**src/rtl/vga_sync_pkg.sv**
```systemverilog
package vga_sync_pkg;

  // Width of a sync pulse, in counts, from its start and end positions.
  function automatic int pulse_span(input int start_pos, input int end_pos);
    return end_pos - start_pos;
  endfunction

endpackage

```
**src/rtl/vga_axis_counter.sv**
```systemverilog
// One raster axis: a wrapping position counter plus a registered active-low
// pulse that covers the first PULSE counts of each period.
module vga_axis_counter #(
  parameter int TOTAL = 800,
  parameter int PULSE = 64,
  localparam int W = $clog2(TOTAL)
) (
  input  logic         clk,
  input  logic         rst_n,
  input  logic         en,
  input  logic         step,
  output logic [W-1:0] cnt_o,
  output logic [W-1:0] cnt_nxt_o,
  output logic         wrap_o,
  output logic         sync_n_o
);

  localparam logic [W-1:0] LAST = W'(TOTAL - 1);
  localparam logic [W-1:0] PW   = W'(PULSE);

  logic [W-1:0] cnt_q;
  logic [W-1:0] cnt_d;
  logic         sync_n_q;
  logic         sync_n_d;
  logic         wrap;

  // next state
  always_comb begin
    wrap = step && (cnt_q == LAST);
    if (!en) begin
      cnt_d = '0;
    end else if (step) begin
      cnt_d = wrap ? '0 : cnt_q + 1'b1;
    end else begin
      cnt_d = cnt_q;
    end
    sync_n_d = !(en && (cnt_d < PW));
  end

  // registers
  always_ff @(posedge clk or negedge rst_n) begin
    if (!rst_n) begin
      cnt_q    <= '0;
      sync_n_q <= 1'b1;
    end else begin
      cnt_q    <= cnt_d;
      sync_n_q <= sync_n_d;
    end
  end

  assign cnt_o     = cnt_q;
  assign cnt_nxt_o = cnt_d;
  assign wrap_o    = wrap;
  assign sync_n_o  = sync_n_q;


  cnt_range_chk: assert property (@(posedge clk) disable iff (!rst_n)
    cnt_q <= LAST);


  wrap_zero_chk: assert property (@(posedge clk) disable iff (!rst_n)
    (en && wrap) |=> (cnt_q == '0));


  pulse_low_chk: assert property (@(posedge clk) disable iff (!rst_n)
    !sync_n_q |-> (cnt_q < PW));

endmodule

```
**src/rtl/vga_scan_trigger.sv**
```systemverilog
// Per-line scanout strobe and the line number captured with it.
module vga_scan_trigger #(
  parameter int H_W      = 10,
  parameter int V_W      = 9,
  parameter int SCAN_POS = 90
) (
  input  logic           clk,
  input  logic           rst_n,
  input  logic           en,
  input  logic [H_W-1:0] h_nxt,
  input  logic [V_W-1:0] v_nxt,
  output logic           stb_o,
  output logic [V_W-1:0] line_o
);

  localparam logic [H_W-1:0] SP = H_W'(SCAN_POS);

  logic           hit;
  logic           stb_q;
  logic [V_W-1:0] line_q;
  logic [V_W-1:0] line_d;

  // next state
  always_comb begin
    hit    = en && (h_nxt == SP);
    line_d = hit ? v_nxt : line_q;
  end

  // registers
  always_ff @(posedge clk or negedge rst_n) begin
    if (!rst_n) begin
      stb_q  <= 1'b0;
      line_q <= '0;
    end else begin
      stb_q  <= hit;
      line_q <= line_d;
    end
  end

  assign stb_o  = stb_q;
  assign line_o = line_q;


  stb_single_chk: assert property (@(posedge clk) disable iff (!rst_n)
    stb_q |=> !stb_q);


  line_hold_chk: assert property (@(posedge clk) disable iff (!rst_n)
    !hit |=> $stable(line_q));

endmodule

```
**src/rtl/vga_sync_gen.sv**
```systemverilog
module vga_sync_gen #(
  parameter int H_SYNC_START = 656,
  parameter int H_SYNC_END   = 720,
  parameter int H_TOTAL      = 800,
  parameter int V_SYNC_START = 481,
  parameter int V_SYNC_END   = 484,
  parameter int V_TOTAL      = 497,
  parameter int SCAN_POS     = 90,
  localparam int LINE_W      = $clog2(V_TOTAL)
) (
  input  logic              clk,
  input  logic              rst_n,
  input  logic              en,
  output logic              hsync_n,
  output logic              vsync_n,
  output logic              scan_stb,
  output logic [LINE_W-1:0] line_o
);

  import vga_sync_pkg::*;

  localparam int H_W   = $clog2(H_TOTAL);
  localparam int V_W   = LINE_W;
  localparam int H_PW  = pulse_span(H_SYNC_START, H_SYNC_END);
  localparam int V_PW  = pulse_span(V_SYNC_START, V_SYNC_END);
  localparam logic [H_W-1:0] H_LAST = H_W'(H_TOTAL - 1);

  // reset: asserted asynchronously, released on a clock edge
  logic rst_meta_q;
  logic rst_sync_q;

  always_ff @(posedge clk or negedge rst_n) begin
    if (!rst_n) begin
      rst_meta_q <= 1'b0;
      rst_sync_q <= 1'b0;
    end else begin
      rst_meta_q <= 1'b1;
      rst_sync_q <= rst_meta_q;
    end
  end

  // run flag: the first enabled edge parks the raster at pixel 0, line 0
  logic run_q;
  logic run_d;

  always_comb run_d = en;

  always_ff @(posedge clk or negedge rst_sync_q) begin
    if (!rst_sync_q) run_q <= 1'b0;
    else             run_q <= run_d;
  end

  logic [H_W-1:0] h_cnt;
  logic [H_W-1:0] h_nxt;
  logic           h_wrap;
  logic [V_W-1:0] v_cnt;
  logic [V_W-1:0] v_nxt;
  logic           v_wrap;

  vga_axis_counter #(.TOTAL(H_TOTAL), .PULSE(H_PW)) u_hcnt (
    .clk       (clk),
    .rst_n     (rst_sync_q),
    .en        (en),
    .step      (run_q),
    .cnt_o     (h_cnt),
    .cnt_nxt_o (h_nxt),
    .wrap_o    (h_wrap),
    .sync_n_o  (hsync_n)
  );

  vga_axis_counter #(.TOTAL(V_TOTAL), .PULSE(V_PW)) u_vcnt (
    .clk       (clk),
    .rst_n     (rst_sync_q),
    .en        (en),
    .step      (h_wrap),
    .cnt_o     (v_cnt),
    .cnt_nxt_o (v_nxt),
    .wrap_o    (v_wrap),
    .sync_n_o  (vsync_n)
  );

  vga_scan_trigger #(.H_W(H_W), .V_W(V_W), .SCAN_POS(SCAN_POS)) u_scan (
    .clk    (clk),
    .rst_n  (rst_sync_q),
    .en     (en),
    .h_nxt  (h_nxt),
    .v_nxt  (v_nxt),
    .stb_o  (scan_stb),
    .line_o (line_o)
  );


  idle_chk: assert property (@(posedge clk) disable iff (!rst_sync_q)
    !en |=> (hsync_n && vsync_n && !scan_stb && h_cnt == '0 && v_cnt == '0));


  v_hold_chk: assert property (@(posedge clk) disable iff (!rst_sync_q)
    (en && run_q && h_cnt != H_LAST) |=> $stable(v_cnt));


  v_wrap_chk: assert property (@(posedge clk) disable iff (!rst_sync_q)
    v_wrap |-> h_wrap);


  line_cap_chk: assert property (@(posedge clk) disable iff (!rst_sync_q)
    scan_stb |-> (line_o == v_cnt));


  restart_chk: assert property (@(posedge clk) disable iff (!rst_sync_q)
    (en && !run_q) |=> (h_cnt == '0 && v_cnt == '0));

endmodule

```
**config.mk**
```make
export PLATFORM = sky130hd
export DESIGN_NAME = vga_sync_gen
export DESIGN_NICKNAME = d
export VERILOG_FILES = /design/src/rtl/vga_sync_pkg.sv /design/src/rtl/vga_axis_counter.sv /design/src/rtl/vga_scan_trigger.sv /design/src/rtl/vga_sync_gen.sv
export SDC_FILE = /design/constraint.sdc
export NUM_CORES = 1
export LEC_CHECK = 0
export CORE_MARGIN = 2
export CORE_UTILIZATION = 60
export DETAILED_ROUTE_END_ITERATION = 8
export DONT_BUFFER_PORTS = 1
export GPL_TIMING_DRIVEN = 0
export PLACE_DENSITY = 0.8
export SETUP_SLACK_MARGIN = 0.05
export SLEW_MARGIN = 20
export SYNTH_ARGS = -nofsm -noshare
export SYNTH_HDL_FRONTEND = slang
export SYNTH_HIERARCHICAL = 1
export SYNTH_SLANG_ARGS = --single-unit
```
**constraint.sdc**
```tcl
create_clock -name clk -period 3 [get_ports clk]
set_input_delay 0.6 -clock clk [delete_from_list [all_inputs] [get_ports clk]]
set_output_delay 0.6 -clock clk [all_outputs]
set_load 0.01 [all_outputs]
```
* Yosys cells after proc, flatten, opt, wreduce, memory -nomap -nowiden *
Index checks and enable logic that the tools add are counted.

cells by class
  add/sub/neg operators = 2
  order comparisons = 2
  equality and inequality tests = 3
  muxes and demuxes = 6
  reductions and logical operators = 7

operators by type and width
  operator                                                                        count
  10-bit 2-to-1 mux                                                               3
  9-bit 2-to-1 mux                                                                3
  10-bit by 1-bit adder with 10-bit output (second input constant)                1
  10-bit equality test (second input constant)                                    1
  10-bit by 7-bit equality test with 1-bit output (second input constant)         1
  10-bit by 7-bit less-than comparator with 1-bit output (second input constant)  1
  9-bit by 1-bit adder with 9-bit output (second input constant)                  1
  9-bit equality test (second input constant)                                     1
  9-bit by 2-bit less-than comparator with 1-bit output (second input constant)   1
  1-bit logical AND                                                               5
  1-bit logical NOT                                                               2

word-level totals
  register bits after elaboration = 34
  bits of input ports = 3

* Logic depth before layout (Yosys ltp) *
  word-level depth = 9
  gate-level depth with buffers = 10

* Hierarchy *
The synthesis kept the hierarchy.

modules (own cells, without submodules)
  module                     instances  cells each  area each (sq um)  sequential area each (sq um)
  vga_axis_counter (u_hcnt)  1          59          608.1              276.5
  vga_axis_counter (u_vcnt)  1          65          606.8              251.5
  vga_scan_trigger           1          24          414.1              250.2
  vga_sync_gen               1          4           78.8               75.1

* Least setup slack after synthesis *
Ideal clock, no wire load.

  path kind = register to register
  from = reg u_hcnt.cnt_q[0], in the netlist u_hcnt/cnt_o[0]
  to = reg u_scan.line_q[0], in the netlist u_scan/line_o[0]
  setup time = 0.125 ns
  arrival = 2.229 ns
  data required time = 2.875 ns
  path slack = 0.647 ns
  cell stages (with the launch flop) = 9
  clock period less this slack = 2.353 ns
  cells stage by stage = dfrtp_1 ha_1 nand4b_1 o311a_1 a211oi_1 nor2b_1 nor3b_1 nand3_4 mux2_2

between the ends
  longest elaborated chain between the ends = 7
  elaborated cells on any way between the ends = 12
  those cells by class = add/sub: 1; eq/ne: 2; mux: 6; reduce/logical: 3

ends and longest elaborated chain
  element                                                                                           line                    source
  from (decl)                                                                                       vga_axis_counter.sv:21  logic [W-1:0] cnt_q;
  from (signal assigned)                                                                            vga_axis_counter.sv:46  cnt_q <= cnt_d;
  parallel branches: the longest is 2 deep, another holds 10-bit by 1-bit adder with 10-bit output  --
  10-bit 2-to-1 mux *                                                                               vga_axis_counter.sv:33  cnt_d = wrap ? '0 : cnt_q + 1'b1;
  10-bit 2-to-1 mux *                                                                               vga_axis_counter.sv:32  end else if (step) begin
  10-bit 2-to-1 mux *                                                                               vga_axis_counter.sv:30  if (!en) begin
  named net h_nxt[8]                                                                                vga_sync_gen.sv:54      logic [H_W-1:0] h_nxt;
  10-bit by 7-bit equality test with 1-bit output *                                                 vga_scan_trigger.sv:25  hit = en && (h_nxt == SP);
  1-bit logical AND *                                                                               vga_scan_trigger.sv:25
  to (signal assigned)                                                                              vga_scan_trigger.sv:36  line_q <= line_d;
  to (decl)                                                                                         vga_scan_trigger.sv:20  logic [V_W-1:0] line_q;

Mark *: on every way through the listed nets, which the timed path passes.
A chain may end at the register's enable or synchronous reset.

* Worst setup path after layout *
Same ends and word-level chain as after synthesis.

==> metrics.txt <==
# TYPE chip_impl_metric gauge
chip_impl_metric{name="drt-total-wl",unit="um"} 3014
chip_impl_metric{name="floorplan.die.height",unit="um"} 57.35
chip_impl_info{name="synth_top_flop_cell",value="sky130_fd_sc_hd__dfrtp_1"} 1
chip_impl_metric{name="dp.final_hpwl",unit="um"} 2226
chip_impl_info{name="startpoint_type",value="register"} 1
chip_impl_metric{name="floorplan.rows",unit=""} 19
chip_impl_info{name="synth_top_cell_by_area",value="sky130_fd_sc_hd__dfrtp_1"} 1
chip_impl_info{name="count_leader_synth",value="sky130_fd_sc_hd__dfrtp_1"} 1
chip_impl_metric{name="num_io_pins",unit=""} 15
chip_impl_metric{name="postRouteAntennaNets",unit=""} 0
chip_impl_metric{name="power_density",unit="mW/mm^2"} 415.8
chip_impl_metric{name="route.vias.total",unit=""} 1147
chip_impl_metric{name="dpl-instance-area",unit="mm^2"} 0.001748
chip_impl_info{name="synth.cells.most_frequent",value="sky130_fd_sc_hd__dfrtp_1, sky130_fd_sc_hd__nor2_1, sky130_fd_sc_hd__nand2_1, sky130_fd_sc_hd__mux2_2, sky130_fd_sc_hd__xor2_1"} 1
chip_impl_metric{name="die_area",unit="mm^2"} 0.003289
chip_impl_metric{name="finalCriticalPeriod",unit="ns"} 2.808
chip_impl_metric{name="net_count_after_synthesis",unit=""} 158
chip_impl_info{name="cts_tree",value="done"} 1
chip_impl_metric{name="placed_cells",unit=""} 183
chip_impl_metric{name="worstMarginPinSlew",unit="ns"} 0.6713
chip_impl_metric{name="power.ir.vdd_worst",unit="mV"} 0.3212
chip_impl_metric{name="yosysTopAreaCellShare",unit=""} 0.4689
chip_impl_metric{name="setup_viol",unit=""} 0
chip_impl_info{name="timing.rr.start",value="u_hcnt/cnt_o[0]"} 1
chip_impl_metric{name="fp.dieW",unit="um"} 57.35
chip_impl_metric{name="routedWlPerCell",unit="um"} 15.70
chip_impl_metric{name="ff2ff_path_depth",unit=""} 8
chip_impl_metric{name="number_of_global_route_vias_before_repair",unit=""} 1156
chip_impl_metric{name="worst_ep_required_time",unit="ns"} 3.21
chip_impl_metric{name="synth-edff-count",unit=""} 0
chip_impl_metric{name="number_of_cts_inserted_buffers",unit=""} 5
chip_impl_metric{name="globalplace.congestion",unit=""} 0.9373
chip_impl_metric{name="post-route-cell-area",unit="mm^2"} 0.001838
chip_impl_info{name="synthTopCellsByArea",value="sky130_fd_sc_hd__dfrtp_1, sky130_fd_sc_hd__mux2_2, sky130_fd_sc_hd__xor2_1"} 1
chip_impl_info{name="criticalPathCategory",value="reg -> reg"} 1
chip_impl_metric{name="final_min_period_over_clock_period",unit=""} 0.9360
chip_impl_metric{name="number_of_register_bits_inferred_by_synthesis",unit=""} 34
chip_impl_metric{name="finalMaxSlewViolations",unit=""} 0
chip_impl_metric{name="effective_utilization_at_floorplan",unit=""} 0.6247
chip_impl_info{name="holdCritPathClass",value="in -> reg"} 1
chip_impl_metric{name="crit_fanout",unit=""} 10
chip_impl_metric{name="post_route_cells_drive_above_1_share",unit=""} 0.2112
chip_impl_metric{name="leakage",unit="nW"} 0.7856
chip_impl_metric{name="number_of_sinks_on_the_clock_net",unit=""} 34
chip_impl_metric{name="drcViolationCount",unit=""} 0
chip_impl_metric{name="total_inserted_antenna_cells",unit=""} 0
chip_impl_metric{name="post_synth.cell_area_avg",unit="um^2"} 11.24
chip_impl_metric{name="globalRoute.totalOverflow",unit=""} 0
chip_impl_metric{name="whs_path_depth",unit=""} 0
chip_impl_metric{name="grt_usage",unit=""} 0.2176
chip_impl_metric{name="syn2layout_area_growth",unit="%"} 7.619
chip_impl_metric{name="path_clk_slew",unit="ns"} 0.09
chip_impl_metric{name="routed_via_count_divided_by_cell_count",unit=""} 5.974
chip_impl_metric{name="setup_ws",unit="ns"} 0.1921
chip_impl_metric{name="finalNonFillerCells",unit=""} 192
chip_impl_metric{name="pin_count_of_the_biggest_net_entering_global_routing",unit=""} 33
chip_impl_info{name="outcome",value="completed"} 1
chip_impl_metric{name="sequential_cell_area",unit="um^2"} 854.6
chip_impl_metric{name="count_of_distinct_cell_types_in_the_synthesized_netlist",unit=""} 47
chip_impl_info{name="cp-end-kind",value="register"} 1
chip_impl_info{name="critical_path.startpoint",value="u_hcnt/cnt_o[0]"} 1
chip_impl_metric{name="n_fill_cell",unit=""} 203
chip_impl_metric{name="postSynth.asyncResetShare",unit=""} 1.000
chip_impl_metric{name="max_cap_violations",unit=""} 0
chip_impl_metric{name="synthesis.yosys.warnings",unit=""} 6
chip_impl_metric{name="syn-instance-count",unit=""} 152
chip_impl_metric{name="portBuffers",unit=""} 0
chip_impl_metric{name="grt_antenna_before_repair",unit=""} 0
chip_impl_metric{name="ctsHtreeMaxLevel",unit=""} 2
chip_impl_metric{name="synth.yosys.seq_area_share",unit=""} 0.4996
chip_impl_metric{name="drt_first_iter_violations",unit=""} 49
chip_impl_metric{name="slew-limit-headroom",unit=""} 0.5525
chip_impl_metric{name="final_util",unit=""} 0.6723
chip_impl_metric{name="clkLatencyLatePin",unit="ns"} 0.32
chip_impl_metric{name="cts_setup_buffers",unit=""} 0
chip_impl_metric{name="design.final.nets",unit=""} 166
chip_impl_metric{name="worstPathArrival",unit="ns"} 3.02
chip_impl_metric{name="cts_buffer_depth",unit=""} 2
chip_impl_metric{name="worst_clock_skew",unit="ns"} 0.007101
chip_impl_metric{name="final-hold-violation-count",unit=""} 0
chip_impl_metric{name="max_clock_freq",unit="MHz"} 356.1
chip_impl_info{name="grt_setup_unrepaired",value="yes"} 1
chip_impl_metric{name="pre_cts_ws",unit="ns"} 0.1800
chip_impl_metric{name="final_layout_setup_total_negative_slack",unit="ns"} 0
chip_impl_info{name="root_buffer",value="sky130_fd_sc_hd__clkbuf_4"} 1
chip_impl_metric{name="grt_pass1_wl",unit="um"} 5333
chip_impl_metric{name="syn-cell-area",unit="mm^2"} 0.001708
chip_impl_metric{name="first_pass_iters",unit=""} 4
chip_impl_info{name="hold_path.startpoint",value="en"} 1
chip_impl_metric{name="floorplan.core_area",unit="mm^2"} 0.002734
chip_impl_metric{name="multiInputGateArea",unit="um^2"} 823.3
==> worst max-delay path, cell delays in order, from the launching register on <==
cell and delay, ns:
sky130_fd_sc_hd__dfrtp_1 0.44, sky130_fd_sc_hd__ha_1 0.29, sky130_fd_sc_hd__nand4b_1 0.30, sky130_fd_sc_hd__o311a_1 0.38, sky130_fd_sc_hd__a211oi_1 0.30, sky130_fd_sc_hd__nor2b_1 0.11, sky130_fd_sc_hd__nor3b_1 0.34, sky130_fd_sc_hd__nand3_4 0.21
sky130_fd_sc_hd__mux2_2 0.32
==> registers in the layout, summed over array words and instances, names as in the netlist <==
| name | count |
|---|---|
| u_hcnt/cnt_o | 10 |
| u_scan/line_o | 9 |
| u_vcnt/cnt_o | 9 |
| rst_meta_q | 1 |
| rst_sync_q | 1 |
| run_q | 1 |
| u_hcnt/sync_n_o | 1 |
| u_scan/stb_o | 1 |
| u_vcnt/sync_n_o | 1 |
==> final cells by class <==
cell class	instances	area share
clock buffers	7	0.02995
plain buffers	4	0.01566
flip-flops and latches	34	0.4649
inverters	6	0.01225
clock inverters	1	0.002723
repair buffers	1	0.005446
multi-input cells	108	0.4479
well taps	31	0.02110
==> where the power goes <==
group	leakage [nW]	internal [mW]	switching, mW
clock	0.0353	0.114	0.140
sequential	0.459	0.467	0.0164
combinational	0.292	0.0136	0.0131
==> per-layer routing <==
layer  vias to the layer above  wire length, um  GRT usage
li1                        557                -          -
met1                       567             1266     0.2577
met2                        17             1590     0.3653
met3                         6              114    0.07710
met4                         0               43    0.07973
met5                         -                0          0
==> logic make-up after synthesis <==
kind of cell	Yosys count	share of synthesized area
compound gates	18	0.08499
xor+xnor	15	0.07693
fa+ha+maj	3	0.02198
buf+inv	10	0.03004
flops	34	0.4996
mux	10	0.06594
other cells	1	0.002196
simple gates	61	0.2183
==> worst paths after layout <==
| check | endpoint | slack [ns] |
|---|---|---|
| worst max-delay path | u_scan/line_o[0] | 0.19 |
| worst min-delay path | run_q | 0.30 |
| worst max register to register | u_scan/line_o[0] | 0.19 |
| worst min register to register | u_hcnt/cnt_o[4] | 0.31 |
| max in group asynchronous | u_vcnt/cnt_o[0] | 2.25 |
| min in group asynchronous | u_hcnt/cnt_o[4] | 0.31 |
==> cell usage in the layout (no fill, tap or decap), types with 3 or more instances in the layout <==
master / instances
sky130_fd_sc_hd__a21oi_1: 3
sky130_fd_sc_hd__clkbuf_4: 5
sky130_fd_sc_hd__dfrtp_1: 31
sky130_fd_sc_hd__ha_1: 3
sky130_fd_sc_hd__inv_1: 6
sky130_fd_sc_hd__mux2_2: 10
sky130_fd_sc_hd__nand2_1: 12
sky130_fd_sc_hd__nand4_1: 7
sky130_fd_sc_hd__nor2_1: 18
sky130_fd_sc_hd__nor3_1: 4
sky130_fd_sc_hd__xnor2_1: 7
sky130_fd_sc_hd__xor2_1: 8
==> timing repair <==
action | in CTS | in global routing
resized for setup | 0 | 2
setup endpoints to repair | 0 | 10
hold buffers | 1 | 0
endpoints found under the hold margin | 2 | 0
==> metrics by stage <==
step	hold slack, ns	power (mW)
CTS	0.2799	0.7753
global route	0.2658	0.8009
finish	0.2993	0.7642
floorplan	0.3044	0.5105
global placement	0.3044	0.5172
detailed placement	0.3045	0.5182
Note: power is estimated with default switching activity, not from simulation.
